<file path="src/rtl/rxec_pkg.sv">
package rxec_pkg;
    localparam int EVT_N     = 5;
    localparam int EVT_CRC   = 0;
    localparam int EVT_RUNT  = 1;
    localparam int EVT_EXTRA = 2;
    localparam int EVT_DRIB  = 3;
    localparam int EVT_ALIGN = 4;

    localparam int ACC_N     = 3;
    localparam int ACC_CRC   = 0;
    localparam int ACC_RUNT  = 1;
    localparam int ACC_EXTRA = 2;

    typedef logic [EVT_N-1:0] evt_vec_t;
    typedef logic [ACC_N-1:0] acc_vec_t;
endpackage

</file>
<file path="src/rtl/rxec_len_cnt.sv">
module rxec_len_cnt #(
    parameter int MAX_LEN = 1518,
    parameter int LEN_W   = 11
) (
    input  logic             clk,
    input  logic             rst_n,
    input  logic             clr,
    input  logic             byte_vld,
    output logic [LEN_W-1:0] cnt,
    output logic             room
);
    localparam logic [LEN_W-1:0] LIM = LEN_W'(MAX_LEN);
    localparam logic [LEN_W-1:0] SAT = LEN_W'(MAX_LEN + 1);

    typedef struct packed {
        logic [LEN_W-1:0] cnt;
    } st_t;

    st_t st_d, st_q;

    always_comb begin
        st_d = st_q;
        if (clr) begin
            st_d.cnt = '0;
        end else if (byte_vld && (st_q.cnt != SAT)) begin
            st_d.cnt = st_q.cnt + 1'b1;
        end
    end

    always_ff @(posedge clk or negedge rst_n) begin
        if (!rst_n) st_q <= '0;
        else        st_q <= st_d;
    end

    assign cnt  = st_q.cnt;
    assign room = (st_q.cnt < LIM);
endmodule

</file>
<file path="src/rtl/rxec_classify.sv">
module rxec_classify
    import rxec_pkg::*;
#(
    parameter int MIN_LEN = 64,
    parameter int MAX_LEN = 1518,
    parameter int LEN_W   = 11,
    parameter int DRIB_W  = 3
) (
    input  logic [LEN_W-1:0]  cnt,
    input  logic              crc_bad,
    input  logic [DRIB_W-1:0] drib_bits,
    input  acc_vec_t          accept,
    output evt_vec_t          flags,
    output logic              keep,
    output logic [LEN_W-1:0]  len
);
    localparam logic [LEN_W-1:0] MIN_V = LEN_W'(MIN_LEN);
    localparam logic [LEN_W-1:0] MAX_V = LEN_W'(MAX_LEN);

    logic runt, extra, drib;

    always_comb begin
        runt  = (cnt < MIN_V);
        extra = (cnt > MAX_V);
        drib  = |drib_bits;

        flags            = '0;
        flags[EVT_CRC]   = crc_bad;
        flags[EVT_RUNT]  = runt;
        flags[EVT_EXTRA] = extra;
        flags[EVT_DRIB]  = drib;
        flags[EVT_ALIGN] = crc_bad & drib;

        keep = !((crc_bad && !accept[ACC_CRC])  ||
                 (runt    && !accept[ACC_RUNT]) ||
                 (extra   && !accept[ACC_EXTRA]));

        len = extra ? MAX_V : cnt;
    end
endmodule

</file>
<file path="src/rtl/rxec_evt_reg.sv">
module rxec_evt_reg
    import rxec_pkg::*;
(
    input  logic     clk,
    input  logic     rst_n,
    input  logic     set_vld,
    input  evt_vec_t set_flags,
    input  logic     rd,
    input  evt_vec_t irq_en,
    output evt_vec_t flags,
    output logic     irq
);
    typedef struct packed {
        evt_vec_t flags;
    } st_t;

    st_t      st_d, st_q;
    evt_vec_t nxt;

    for (genvar g = 0; g < EVT_N; g++) begin : g_bit
        assign nxt[g] = (rd ? 1'b0 : st_q.flags[g]) | (set_vld & set_flags[g]);
    end

    always_comb begin
        st_d       = st_q;
        st_d.flags = nxt;
    end

    always_ff @(posedge clk or negedge rst_n) begin
        if (!rst_n) st_q <= '0;
        else        st_q <= st_d;
    end

    assign flags = st_q.flags;
    assign irq   = |(st_q.flags & irq_en);
endmodule

</file>
<file path="src/rtl/rx_err_classifier.sv">
module rx_err_classifier
    import rxec_pkg::*;
#(
    parameter int MIN_LEN = 64,
    parameter int MAX_LEN = 1518,
    parameter int DRIB_W  = 3,
    parameter int DATA_W  = 8,
    parameter int LEN_W   = $clog2(MAX_LEN + 2)
) (
    input  logic              clk,
    input  logic              rst_n,
    input  logic              rx_sof,
    input  logic              rx_valid,
    input  logic [DATA_W-1:0] rx_data,
    input  logic              rx_eof,
    input  logic              rx_crc_bad,
    input  logic [DRIB_W-1:0] rx_drib_bits,
    input  logic [ACC_N-1:0]  cfg_accept,
    input  logic [EVT_N-1:0]  cfg_irq_en,
    input  logic              evt_rd,
    output logic              buf_we,
    output logic [DATA_W-1:0] buf_data,
    output logic              res_valid,
    output logic              res_keep,
    output logic              res_discard,
    output logic [EVT_N-1:0]  res_flags,
    output logic [LEN_W-1:0]  res_len,
    output logic [EVT_N-1:0]  evt_flags,
    output logic              irq
);
    typedef struct packed {
        logic             valid;
        logic             keep;
        logic             discard;
        evt_vec_t         flags;
        logic [LEN_W-1:0] len;
    } res_t;

    logic [LEN_W-1:0] cnt;
    logic             room;
    evt_vec_t         cls_flags;
    logic             cls_keep;
    logic [LEN_W-1:0] cls_len;
    res_t             res_d, res_q;

    rxec_len_cnt #(
        .MAX_LEN (MAX_LEN),
        .LEN_W   (LEN_W)
    ) u_len (
        .clk      (clk),
        .rst_n    (rst_n),
        .clr      (rx_sof | rx_eof),
        .byte_vld (rx_valid),
        .cnt      (cnt),
        .room     (room)
    );

    rxec_classify #(
        .MIN_LEN (MIN_LEN),
        .MAX_LEN (MAX_LEN),
        .LEN_W   (LEN_W),
        .DRIB_W  (DRIB_W)
    ) u_cls (
        .cnt       (cnt),
        .crc_bad   (rx_crc_bad),
        .drib_bits (rx_drib_bits),
        .accept    (cfg_accept),
        .flags     (cls_flags),
        .keep      (cls_keep),
        .len       (cls_len)
    );

    rxec_evt_reg u_evt (
        .clk       (clk),
        .rst_n     (rst_n),
        .set_vld   (rx_eof),
        .set_flags (cls_flags),
        .rd        (evt_rd),
        .irq_en    (cfg_irq_en),
        .flags     (evt_flags),
        .irq       (irq)
    );

    always_comb begin
        res_d = '0;
        if (rx_eof) begin
            res_d.valid   = 1'b1;
            res_d.keep    = cls_keep;
            res_d.discard = !cls_keep;
            res_d.flags   = cls_flags;
            res_d.len     = cls_len;
        end
    end

    always_ff @(posedge clk or negedge rst_n) begin
        if (!rst_n) res_q <= '0;
        else        res_q <= res_d;
    end

    assign buf_we      = rx_valid & room;
    assign buf_data    = rx_data;
    assign res_valid   = res_q.valid;
    assign res_keep    = res_q.keep;
    assign res_discard = res_q.discard;
    assign res_flags   = res_q.flags;
    assign res_len     = res_q.len;
endmodule

</file>
<file path="config.mk">
export PLATFORM = sky130hd
export DESIGN_NAME = rx_err_classifier
export DESIGN_NICKNAME = d
export VERILOG_FILES = /design/src/rtl/rxec_pkg.sv /design/src/rtl/rxec_len_cnt.sv /design/src/rtl/rxec_classify.sv /design/src/rtl/rxec_evt_reg.sv /design/src/rtl/rx_err_classifier.sv
export SDC_FILE = /design/constraint.sdc
export NUM_CORES = 1
export LEC_CHECK = 0
export CORE_MARGIN = 3
export CORE_UTILIZATION = 43
export DETAILED_ROUTE_END_ITERATION = 6
export HOLD_SLACK_MARGIN = 0.08
export PLACE_DENSITY = 0.79
export REMOVE_ABC_BUFFERS = 1
export SYNTH_ARGS = -nofsm -noshare
export SYNTH_HDL_FRONTEND = slang
export SYNTH_SLANG_ARGS = --single-unit
</file>
<file path="constraint.sdc">
create_clock -name clk -period 1.7 [get_ports clk]
set_input_delay 0.34 -clock clk [delete_from_list [all_inputs] [get_ports clk]]
set_output_delay 0.34 -clock clk [all_outputs]
set_load 0.05 [all_outputs]
</file>
* Word level (Yosys, flattened, before mapping)
Index checks and enable logic that the tools add are counted.
Storage, ports and cells: bits in registers 35, output and inout bits 34, logic and storage cells 48
Cells by class: add/subtract/negate cells 1, magnitude comparators 3, equality and inequality tests 1, muxes and demuxes 9, bitwise logic cells 14, reduce and logical (&&, ||, !) cells 13
Operators by type and width (count):
- $mux 11 | 3
- $mux 19 | 1
- $add 11x1->11 const B | 1
- $gt 11x11->1 const B | 1
- $lt 11x11->1 const B | 1
- $lt 11x7->1 const B | 1
- $ne 11x11->1 const B | 1
- $and 1x1->1 | 7
- $or 1x1->1 | 6
- $and 5x5->5 | 1
- $mux 1 | 5
- $reduce_or 5->1 | 1
- $logic_and 1x1->1 | 4
- $logic_not 1->1 | 4
- $reduce_or 3->1 | 1
- $logic_or 1x1->1 | 2
- $reduce_bool 2->1 | 1

* Longest topological paths before layout
depth after elaboration 6, gate-level depth with buffers 5, depth with buffers taken out 5

* Cells and area by module
From an unflattened synthesis, not the netlist that was laid out.
Unflattened totals: cells, all modules 156, area, all modules 1665.3 µm²
Modules (own cells, without submodules):
- rx_err_classifier | times used 1, cells each 48, area an instance 671.9 µm², sequential area each 475.5 µm²
- rxec_len_cnt | times used 1, cells each 58, area an instance 586.8 µm², sequential area each 275.3 µm²
- rxec_evt_reg | times used 1, cells each 23, area an instance 209.0 µm², sequential area each 125.1 µm²
- rxec_classify | times used 1, cells each 27, area an instance 197.7 µm², sequential area each 0.0 µm²

* Least setup slack after synthesis
OpenSTA, ideal clock, no wires.
path type register to output, start point register u_len.st_q (netlist bit u_len.cnt[9]), end point output buf_we, data arrival time 1283 ps, setup slack 77 ps, stages on the path, launching flop included 5, buffers on the path 1, cells stage by stage dfrtp_1 -> buf_6 -> nand4b_1 -> a211o_1 -> and3_2
Between the ends: cells in the longest elaborated chain, start to end 2
RTL lines:
- start, declared | RTL line rxec_len_cnt.sv:19 | st_t st_d, st_q;
- start signal, assigned | RTL line rxec_len_cnt.sv:32 | else st_q <= st_d;
- $lt 11x11->1 | RTL line rxec_len_cnt.sv:36 | assign room = (st_q.cnt < LIM);
- $and 1x1->1 | RTL line rx_err_classifier.sv:100 | assign buf_we = rx_valid & room;
- end, declared | RTL line rx_err_classifier.sv:21 | output logic buf_we,
No other way between the ends.

* Worst setup path in the final report
Same ends and word-level chain as after synthesis.

==> flow_summary.yaml <==
setup_path:
  crit_arrival_ns: 1.45
  criticalPathCategory: "reg2out"
  cp_max_fo: 2
  cp-start-kind: "flip-flop"
  cp-startpoint: "u_len.cnt[9]"
  critPathRequiredTime_ns: 1.36
  end_kind: "output port"
  r2r_start: "u_len.cnt[9]"
placement:
  gp_congestion: 0.8604
  dpl.hpwl_um: 2635
  placed_cells: 234
  io_buffer_count: 43
grt:
  grt_pass1_wl_um: 5706
  grt.overflow.total: 0
  busiest_layer: "met2"
  grtUsageTotal: 0.1785
  first_global_vias: 1290
  grt_max_degree: 36
  use_met2: 0.2962
  use_met3: 0.07420
  antenna_found_initial: 0
  use_met1: 0.1963
clock_tree:
  cts_tree: "yes"
  htree_levels: 2
  cts_hold_buf: 0
  clk_path_buf_depth: 2
  cts_made_buffers: 5
  clk_latency_ns: 0.28
  clock-sinks: 35
  path_clk_slew_ns: 0.07
  cts-root-buf: "clkbuf_8"
synth:
  synth.avg_cell_area_um2: 10.93
  synth_xor_area_frac: 0.02782
  synthAdderAreaFrac: 0.007949
  synth_area_um2: 1574
  synth_edf_count: 0
  ys.flop_type: "dfrtp_1"
  synth_cell_types: 39
  synth_top_family_by_area: "simple AND/OR/NAND/NOR gates"
  synth_most_common_cell: "dfrtp_1"
  synth_cells: 144
  synthMuxAreaShare: 0
  async_reset_ff_frac: 1.000
  synth_top_cells_by_count: "dfrtp_1 (35), nand2_1 (12), nor2_1 (11)"
  ys_seq_elements: 35
  synth_compound_gate_area_share: 0.1399
  yosys.area.top_type_share: 0.5564
  seq_area_frac_synth: 0.5564
  yosys_warnings: 0
  synth-simple-area-share: 0.1979
  synthTopCellsByArea: "dfrtp_1 (56%), buf_4 (4.3%), a21oi_1 (2.9%)"
  yosysTopAreaCell: "dfrtp_1"
power_and_ir_drop:
  power_per_cell_area_nw_per_um2: 748.7
  p_sw_w: 0.0004228
  p_sw_frac: 0.2544
  cellLeakagePower_nw: 1.014
  seq_power_share: 0.520
  p_total_w: 0.001662
  vdd_drop_max_mv: 0.4289
  internal_power_w: 0.001239
  comb_power_share: 0.150
  power_frac_clock: 0.330
drt:
  vias_per_cell: 5.221
  avgRoutedWirePerCell_um: 14.89
  dr.first_iter.drc_count: 39
  first_pass_iters: 4
  vias: 1300
  ant_nets: 0
  drt-total-wl_um: 3708
  drcViolationCount: 0
floorplanning:
  rows: 21
  core_um2: 3442
  ios: 60
  die_w_um: 66.50
  die-area_um2: 4422
  die_h_um: 66.50
  initial_core_util: 0.4573
timing:
  fin_crit_sh: 1.052
  drv_slew: 0
  setup_viol: 1
  slew_headroom: 0.7009
  tightest_slew_ns: 0.4448
  clock_skew_ns: 0.005222
  finalHoldViolations: 0
  setup_slack_ns: -0.08791
  fin_setup_tns_ns: -0.08791
  fmax_mhz: 559.3
  rsz0062_at_grt: "true"
  finalCriticalPeriod_ns: 1.788
cells_and_area:
  drive_gt1_frac: 0.3251
  finalNetCount: 229
  area_delta_synth_final_pct: 41.02
  fillers: 262
  fin_cells: 249
  antenna_cells: 0
hold_path:
  min_path_type: "in2async"
run:
  max_cap_violations: 0
status:
  violations: "setup timing"
  outcome: "finished with violations"
==> routing by layer <==
layer  part of all wire  up-vias
met5                  0        -
met4              0.019        0
met3              0.091        6
met2               0.50       60
met1               0.39      621
li1                   -      613
==> state kept, by name, indices dropped and copies added (netlist names) <==
signal	cells
res_flags	5
res_len	11
res_valid	1
u_evt.flags	5
u_len.cnt	11
res_discard	1
res_keep	1
==> final cells by class <==
class	count	area [µm²]	share of cell area
Clock inverter	1	5.005	0.002255
Tap cell	46	57.56	0.02593
Inverter	6	22.52	0.01015
Clock buffer	7	76.32	0.03439
Timing Repair Buffer	63	538.0	0.2424
Sequential cell	35	875.8	0.3946
Multi-Input combinational cell	91	644.4	0.2903
==> timing repair <==
| item | 4_1_cts | 5_1_grt |
|---|---|---|
| setup endpoints to repair | 2 | 10 |
| resized for setup | 3 | 9 |
| setup buffers | 7 | 0 |
| pin swaps | 1 | 6 |
==> path summary, 6_finish.rpt <==
check                      slack [ns]  cells after the start              to
max                             -0.09                      4          buf_we
min                              0.47                      2       res_valid
max reg2reg                      0.07                      6     res_discard
min reg2reg                      0.52                      1  u_evt.flags[0]
max in group asynchronous        0.93                      2      res_len[6]
min in group clk                 0.52                      1  u_evt.flags[0]
==> critical path: stages, from the launching register on <==
cell and delay (ns):
dfrtp_1 0.38, nand4b_1 0.17, a211o_1 0.28, and3_4 0.20
buf_12 0.14
==> through the flow <==
stage | instance area [µm²] | hold slack [ns] | util | setup slack, ns
finish | 2220 | 0.4713 | 0.6449 | -0.08791
global placement | 2019 | 0.4983 | 0.5867 | 0.001765
CTS | 2168 | 0.4735 | 0.6300 | -0.1047
global route | 2220 | 0.4991 | 0.6449 | -0.1452
detailed placement | 2019 | 0.5144 | 0.5867 | -0.009738
floorplan | 1486 | 0.04441 | - | 0.09126
==> layout by cell type (no fill, tap or decap), drive strengths merged, types with 5 or more instances in the layout <==
cell type,instances
nor3,8
nand3,7
buf,46
clkbuf,7
dfrtp,35
a21oi,9
nand2,12
clkdlybuf4s50,16
nor2,11
o21a,5
inv,5
==> kinds of logic (layout without fill, tap and decap cells) <==
family / Yosys count / in the layout
xor+xnor: 5 / 5
simple gates: 54 / 54
compound gates: 31 / 31
fa+ha+maj: 1 / 1
buf+inv: 18 / 77
flops: 35 / 35
==> power groups by stage <==
| stage | Sequential (W) | Combinational, W | Clock [W] |
|---|---|---|---|
| floorplan | 0.000945 | 0.0000507 | 0 |
| global placement | 0.000879 | 0.000239 | 0 |
| detailed placement | 0.000880 | 0.000241 | 0 |
| CTS | 0.000864 | 0.000248 | 0.000578 |
| global route | 0.000866 | 0.000265 | 0.000615 |
| finish | 0.000864 | 0.000250 | 0.000548 |
(Power assumes the default switching activity.)
